## src/rtl/rst_cause_pkg.sv

```systemverilog
package rst_cause_pkg;
  localparam int REG_W  = 32;
  localparam int ADDR_W = 16;
  // bit positions of the live fields (software decodes these)
  localparam int B_POR      = 31;
  localparam int B_SOFT_POR = 30;
  localparam int B_SOFT_XIR = 29;
  localparam int B_BTN_POR  = 28;
  localparam int B_BTN_XIR  = 27;
  localparam int LIVE_LSB   = B_BTN_XIR;
  localparam int LIVE_W     = REG_W - LIVE_LSB;
  typedef logic [LIVE_W-1:0] live_t;
  // indices inside live_t
  localparam int I_POR      = B_POR - LIVE_LSB;
  localparam int I_SOFT_POR = B_SOFT_POR - LIVE_LSB;
  localparam int I_SOFT_XIR = B_SOFT_XIR - LIVE_LSB;
  localparam int I_BTN_POR  = B_BTN_POR - LIVE_LSB;
  localparam int I_BTN_XIR  = B_BTN_XIR - LIVE_LSB;
endpackage

```

## src/rtl/rst_cause_decode.sv

```systemverilog
module rst_cause_decode
  import rst_cause_pkg::*;
#(
  parameter logic [ADDR_W-1:0] BASE   = 16'hF020,
  parameter int                SPAN_B = 3
) (
  input  logic [ADDR_W-1:0] addr,
  input  logic              wr_en,
  input  live_t             live,
  output logic              hit,
  output logic              wr_hit,
  output logic [REG_W-1:0]  rdata
);
  localparam int TAG_W = ADDR_W - SPAN_B;

  assign hit    = (addr[ADDR_W-1:SPAN_B] == BASE[ADDR_W-1:SPAN_B]);
  assign wr_hit = hit & wr_en;

  for (genvar b = 0; b < REG_W; b++) begin : g_rd
    if (b >= LIVE_LSB) begin : g_live
      assign rdata[b] = hit & live[b-LIVE_LSB];
    end else begin : g_zero
      assign rdata[b] = 1'b0;
    end
  end

  always_comb begin
    assert (hit || (rdata == '0)) else $error("p_miss_reads_zero_r9");
    assert (rdata[LIVE_LSB-1:0] == '0) else $error("p_unused_zero_r5");
  end

  logic unused_tag;
  assign unused_tag = ^TAG_W;
endmodule

```

## src/rtl/rst_cause_bits.sv

```systemverilog
module rst_cause_bits
  import rst_cause_pkg::*;
(
  input  logic             clk,
  input  logic             por_n,
  input  logic             wr_hit,
  input  logic [REG_W-1:0] wdata,
  input  logic             btn_por,
  input  logic             btn_xir,
  output live_t            live
);
  live_t q, d;

  always_comb begin
    d = q;
    if (wr_hit) begin
      d[I_POR]      = q[I_POR]     & ~wdata[B_POR];
      d[I_BTN_POR]  = q[I_BTN_POR] & ~wdata[B_BTN_POR];
      d[I_BTN_XIR]  = q[I_BTN_XIR] & ~wdata[B_BTN_XIR];
      d[I_SOFT_POR] = q[I_SOFT_POR] | wdata[B_SOFT_POR];
      d[I_SOFT_XIR] = q[I_SOFT_XIR] | wdata[B_SOFT_XIR];
    end
    if (btn_por) d[I_BTN_POR] = 1'b1;
    if (btn_xir) d[I_BTN_XIR] = 1'b1;
  end

  // only the cold reset touches this state; warm resets leave it alone
  always_ff @(posedge clk or negedge por_n) begin
    if (!por_n) begin
      q        <= '0;
      q[I_POR] <= 1'b1;
    end else begin
      q <= d;
    end
  end

  assign live = q;

  p_soft_sticky_r4: assert property (@(posedge clk) disable iff (!por_n)
    q[I_SOFT_POR] |=> q[I_SOFT_POR]);
  p_w1c_clears_r3: assert property (@(posedge clk) disable iff (!por_n)
    (wr_hit && wdata[B_POR]) |=> !q[I_POR]);
  p_btn_sets_r8: assert property (@(posedge clk) disable iff (!por_n)
    btn_xir |=> q[I_BTN_XIR]);
endmodule

```

## src/rtl/rst_cause_req.sv

```systemverilog
module rst_cause_req
  import rst_cause_pkg::*;
(
  input  logic             clk,
  input  logic             rst_n,
  input  logic             wr_hit,
  input  logic [REG_W-1:0] wdata,
  output logic             req,
  output logic             req_por
);
  logic want_por, want_xir;
  assign want_por = wr_hit & wdata[B_SOFT_POR];
  assign want_xir = wr_hit & wdata[B_SOFT_XIR];

  always_ff @(posedge clk or negedge rst_n) begin
    if (!rst_n) begin
      req     <= 1'b0;
      req_por <= 1'b0;
    end else begin
      req     <= want_por | want_xir;
      req_por <= want_por;
    end
  end

  p_por_priority_r7: assert property (@(posedge clk) disable iff (!rst_n)
    want_por |=> (req && req_por));
  p_req_has_cause_r10: assert property (@(posedge clk) disable iff (!rst_n)
    req |-> $past(wr_hit && (wdata[B_SOFT_POR] || wdata[B_SOFT_XIR])));
endmodule

```

## src/rtl/rst_cause_reg.sv

```systemverilog
module rst_cause_reg
  import rst_cause_pkg::*;
(
  input  logic              clk,
  input  logic              por_n,
  input  logic              sys_rst_n,
  input  logic              wr_en,
  input  logic [ADDR_W-1:0] addr,
  input  logic [REG_W-1:0]  wdata,
  output logic [REG_W-1:0]  rdata,
  input  logic              btn_por,
  input  logic              btn_xir,
  output logic              rst_req,
  output logic              rst_req_por
);
  live_t live;
  logic  hit, wr_hit, req_rst_n;

  assign req_rst_n = por_n & sys_rst_n;

  rst_cause_decode u_dec (
    .addr(addr), .wr_en(wr_en), .live(live),
    .hit(hit), .wr_hit(wr_hit), .rdata(rdata)
  );

  rst_cause_bits u_bits (
    .clk(clk), .por_n(por_n), .wr_hit(wr_hit), .wdata(wdata),
    .btn_por(btn_por), .btn_xir(btn_xir), .live(live)
  );

  rst_cause_req u_req (
    .clk(clk), .rst_n(req_rst_n), .wr_hit(wr_hit), .wdata(wdata),
    .req(rst_req), .req_por(rst_req_por)
  );

  p_one_cycle_r6: assert property (@(posedge clk) disable iff (!req_rst_n)
    (rst_req && !$past(wr_hit)) |-> 1'b0);
  p_miss_no_req_r9: assert property (@(posedge clk) disable iff (!req_rst_n)
    (wr_en && !hit) |=> !rst_req);
endmodule

```

## config.mk

```make
export PLATFORM = sky130hd
export DESIGN_NAME = rst_cause_reg
export DESIGN_NICKNAME = d
export VERILOG_FILES = /design/src/rtl/rst_cause_pkg.sv /design/src/rtl/rst_cause_decode.sv /design/src/rtl/rst_cause_bits.sv /design/src/rtl/rst_cause_req.sv /design/src/rtl/rst_cause_reg.sv
export SDC_FILE = /design/constraint.sdc
export NUM_CORES = 1
export LEC_CHECK = 0
export ABC_CLOCK_PERIOD_IN_PS = 1500
export CAP_MARGIN = 15
export CORE_AREA = 2 2 57 59
export DETAILED_ROUTE_END_ITERATION = 6
export DIE_AREA = 0 0 59 61
export GPL_ROUTABILITY_DRIVEN = 0
export PLACE_DENSITY_LB_ADDON = 0.3
export SYNTH_ARGS = -nofsm -noshare
export SYNTH_HDL_FRONTEND = slang
export SYNTH_SLANG_ARGS = --single-unit
```

## constraint.sdc

```tcl
create_clock -name clk -period 1.5 [get_ports clk]
set_clock_uncertainty 0.05 [all_clocks]
set_input_delay 0.225 -clock clk [delete_from_list [all_inputs] [get_ports clk]]
set_output_delay 0.225 -clock clk [all_outputs]
set_load 0.01 [all_outputs]
```

-- Word-level counts from Yosys, hierarchy flattened
Index checks and enable logic that the tools add are counted.
- bits in registers: 7
- input bits: 54
- output and inout port bits: 34
- word-level logic and storage cells: 29
- equality and inequality tests: 1
- multiplexer cells: 3
- bitwise gates (word level): 18
- reductions and logical operators: 2
- operators with widths (kind ; number):
    13-bit equality test, second input constant ; 1
    1-bit bitwise AND ; 12
    2-bit nonzero test ; 2
    1-bit NOT ; 3
    1-bit bitwise OR ; 3
    1-bit 2-to-1 mux ; 2
    2-bit 2-to-1 mux ; 1

-- Logic depth before layout (Yosys ltp)
- depth after elaboration: 4
- mapped depth: 4
- mapped depth without buffers: 3

-- Hierarchy
A second synthesis with hierarchy kept.
- cells, all modules: 64
- area total of the unflattened synthesis: 581.8 µm²
- modules (own cells, without submodules) (module ; instances ; cells each ; area each (µm²) ; seq. area each (µm²)):
    rst_cause_decode ; 1 ; 47 ; 336.6 ; 0.0
    rst_cause_bits ; 1 ; 12 ; 173.9 ; 126.4
    rst_cause_req ; 1 ; 4 ; 65.1 ; 50.0
    rst_cause_reg ; 1 ; 1 ; 6.3 ; 0.0

-- Worst setup path after synthesis
OpenSTA, ideal clock, no wires.
- path kind: input port to output port
- start: in addr[10]
- end: out rdata[27]
- arrival: 1370 ps
- data required time: 1225 ps
- setup slack: -145 ps
- cell stages on the path: 4
- path buffers: 1
- cell sequence: or4b_4 -> nor4_4 -> buf_6 -> and2_1
- word-level cells in the longest chain between the ends: 2
- RTL lines (item ; line ; RTL):
    from (decl) ; rst_cause_reg.sv:8 ; input logic [ADDR_W-1:0] addr,
    13-bit equality test ; rst_cause_decode.sv:16 ; assign hit = (addr[ADDR_W-1:SPAN_B] == BASE[ADDR_W-1:SPAN_B]);
    1-bit bitwise AND ; rst_cause_decode.sv:21 ; assign rdata[b] = hit & live[b-LIVE_LSB];
    to (decl) ; rst_cause_reg.sv:10 ; output logic [REG_W-1:0] rdata,
No other way between the ends.

-- Worst setup path in the final report
- start: in addr[10]
- end: out rdata[31]
Same word-level chain as after synthesis.

==> qor_table.md <==
| Item | Value | Unit |
|:---|:---|:---|
| Setup-failing EPs final | 7 | - |
| Placement row count | 20 | - |
| Int Pwr | 351 | uW |
| Buffer depth of the longest clock path | 2 | - |
| Worst reg2reg endpoint | u_bits.live[4] | - |
| CTS Buf Count | 3 | - |
| Yosys top cell area share | 35.1 | % |
| TritonCTS clock tree | built | - |
| Register cell area after layout | 176 | um2 |
| Router iterations before antenna repair | 3 | - |
| Die Span Y | 61 | um |
| Grt total ovfl | 0 | - |
| R2r worst-path depth | 2 | - |
| Worst hold slack across all endpoints | 0.163 | ns |
| Per-cell routed wire length | 9.94 | um |
| Wire length of the first global-routing pass | 1880 | um |
| Count of buffers inserted at the top-level ports | 30 | - |
| Flop2flop setup slack | 0.69 | ns |
| Critical path startpoint category | input port | - |
| Number of placed instances, taps included | 127 | - |
| Max H-tree Level | 1 | - |
| Clock network latency to the later pin of the worst-skew pair | 0.25 | ns |
| Sequential Power Share | 39.7 | % |
| Critical path peak fanout | 4 | - |
| Final antenna-violating net count | 0 | - |
| Worst Hold Class | in -> async | - |
| Leak Pwr | 0.494 | nW |
| Share of flip-flops with an asynchronous set or reset after synthesis | 100 | % |
| Max-slew violation count | 0 | - |
| Area of the mapped netlist | 577 | um2 |
| Setup slack after layout | -0.393 | ns |
| CP Data Required Time | 1.22 | ns |
| Max-capacitance violation count | 0 | - |
| Share of total power in combinational logic | 24.6 | % |
| Final cycle utilization of the critical path | 126 | % |
| Gate count after technology mapping | 61 | - |
| Die Outline Area | 3600 | um2 |
| Share of cells above drive strength 1 | 34.0 | % |
| Nets | 158 | - |
| CTS Root Cell | clkbuf_4 | - |
| Routed wire length | 1350 | um |
| All-layer global routing usage | 7.68 | % |
| Endpoint kind of the worst setup timing path | output port | - |
| Slowest cell on the critical path | or4b_4 | - |
| Pre-CTS setup slack | -1.03 | ns |
| Clock group share of total power | 35.7 | % |
| Layout Area Growth over Synthesis | 67.5 | % |
| Final period demand of the worst path | 1.89 | ns |
| Most common flop cell mapped by yosys | dfrtp_1 | - |
| EDFF count, synth | 0 | - |
| Failing checks | negative setup slack | - |
| Cell chain of the critical path | buf_6 -> or4b_4 -> nor4_4 -> buf_4 -> buf_6 -> buf_6 -> and2_4 -> buf_6 | - |
| Multi-input gate area | 319 | um2 |
| Top Ports | 88 | - |
| Fillers | 325 | - |
| Power spent charging and discharging nets | 127 | uW |
| Launch point of the worst reg-to-reg path | u_bits.live[4] | - |
| Routed vias/inst | 3.63 | - |
| Clock slew at reported path FFs | 0.05 | ns |
| Total of hold buffers inserted after clock tree synthesis | 0 | - |
| IR Drop Worst-Case VDD | 0.162 | mV |
| Syn avg cell area | 9.46 | um2 |
| Netlist cell types | 20 | - |
| Final hold viol count | 0 | - |
| Most repeated cell in the gate-level netlist after synthesis | buf_4 | - |
| Count of antenna diodes in the layout | 0 | - |
| Initial detailed-routing violation count | 2 | - |
| Switching Fraction | 26.6 | % |
| Highest cell delay on the worst timing path | 0.55 | ns |
| Filler-free cell count of the finished design | 136 | - |
| Initial Util | 19.5 | % |
| Achievable frequency | 0.528 | GHz |
| Outcome | complete, but fails checks | - |
| Detailed-placement wirelength estimate | 1040 | um |
| Signal arrival time at the worst endpoint | 1.62 | ns |
| Largest net degree at the start of global routing | 7 | - |
| Area of the core region | 2950 | um2 |
| Total power density per cell area | 494 | nW/um2 |
| Number of warnings issued by yosys | 0 | - |
| Count of clock tree sinks | 7 | - |
| Type of the setup path with the least slack | in -> out | - |
| Unrepaired setup endpoints after global routing | true | - |
| Part of the Yosys area used for sequential elements | 30.6 | % |
| Initial antenna violation count | 0 | - |
| DRC violations left | 0 | - |
| Vias in the first global route | 436 | - |
| Top cell type by total area after synthesis | buf_4 | - |
| Horizontal die dimension | 59 | um |
| #FFs+latches synth | 7 | - |
| Detailed-route via count | 494 | - |
| Area contributors post-synth | buf_4 (35%), dfrtp_1 (26%), and2_1 (6.5%) | - |
| Most instantiated cells after synthesis | buf_4 (27), and2_1 (6), dfrtp_1 (6) | - |
| Top cell by count, worst path | buf_6 | - |
critical path: cells and delay by family:
family,cells,cell delay [ns]
simple gates,3,0.89
buf+inv,5,0.51
cells in the final DEF, fill, tap and decap left out:
master / synthesis / routed
or4b_4: 1 / 1
or2_4: 0 / 1
nand4bb_4: 0 / 1
nor2_1: 3 / 3
a31o_2: 1 / 1
and2_1: 6 / 1
clkdlybuf4s50_1: 0 / 15
dfrtp_1: 6 / 6
nand3_1: 1 / 1
a41oi_2: 0 / 2
and2_4: 0 / 5
nor4_1: 1 / 1
dfstp_2: 1 / 1
buf_4: 27 / 7
inv_1: 3 / 3
clkbuf_4: 0 / 3
dlygate4sd2_1: 0 / 4
o211a_1: 1 / 1
buf_6: 1 / 11
clkbuf_2: 0 / 1
nand3b_1: 1 / 1
dlymetal6s2s_1: 0 / 2
a31oi_1: 1 / 1
a31o_1: 1 / 1
nor4_4: 1 / 1
conb_1: 1 / 27
clkbuf_1: 0 / 1
sequential cells by signal, indices dropped and copies added (netlist names):
signal and cells:
u_req.req 1, u_req.req_por 1, u_bits.live 5
metrics by stage:
stage	TNS [ns]	instance area (um2)	utilization, %	power (mW)
6_report	-1.90	966	32.7	0.478
5_1_grt	-2.10	966	32.7	0.512
4_1_cts	-2.13	953	32.3	0.478
3_5_place_dp	-7.97	852	28.9	0.305
3_3_place_gp	-7.81	852	28.9	0.304
2_1_floorplan	-0.430	687	-	0.286
power groups by stage:
stage / Combinational [mW] / Clock [mW] / Sequential [mW]
final: 0.118 / 0.170 / 0.190
after global routing: 0.127 / 0.196 / 0.189
after CTS: 0.113 / 0.175 / 0.189
after detailed placement: 0.112 / 0 / 0.193
after global placement: 0.111 / 0 / 0.193
after floorplan: 0.0931 / 0 / 0.193
worst max-delay path by stage:
stage / startpoint / endpoint
2_1_floorplan: addr[10] / rdata[27]
3_3_place_gp: addr[10] / rdata[29]
3_5_place_dp: addr[10] / rdata[29]
4_1_cts: addr[11] / rdata[31]
5_1_grt: addr[10] / rdata[31]
6_report: addr[10] / rdata[31]
layer usage:
metal	part of all wire [%]	global-route usage [%]	up-vias
met5	0	0	-
met4	3.8	5.52	0
met3	9.5	4.05	8
met2	56	12.9	29
met1	30	7.21	223
li1	-	-	234
logic make-up (layout without fill, tap and decap cells):
kind of cell / after synthesis / after routing / share of synthesized area (%)
buffers and inverters: 31 / 47 / 39.0
AOI/OAI and AO/OA: 6 / 6 / 8.90
DFF: 7 / 7 / 30.6
and+or+nand+nor: 16 / 16 / 20.8
other: 1 / 27 / 0.650
area by class of cell:
type	instances	area share [%]
timing repair buffer	40	40.5
multi-input combinational	49	33.0
tap	33	4.27
sequential	7	18.3
inverter	3	1.17
clock buffer	4	2.72
repair_timing:
action / CTS / global route
setup endpoints to repair: 11 / 10
resized for setup: 48 / 5
setup buffers: 7 / 1
pin swaps: 4 / 2
(Power assumes the default switching activity.)
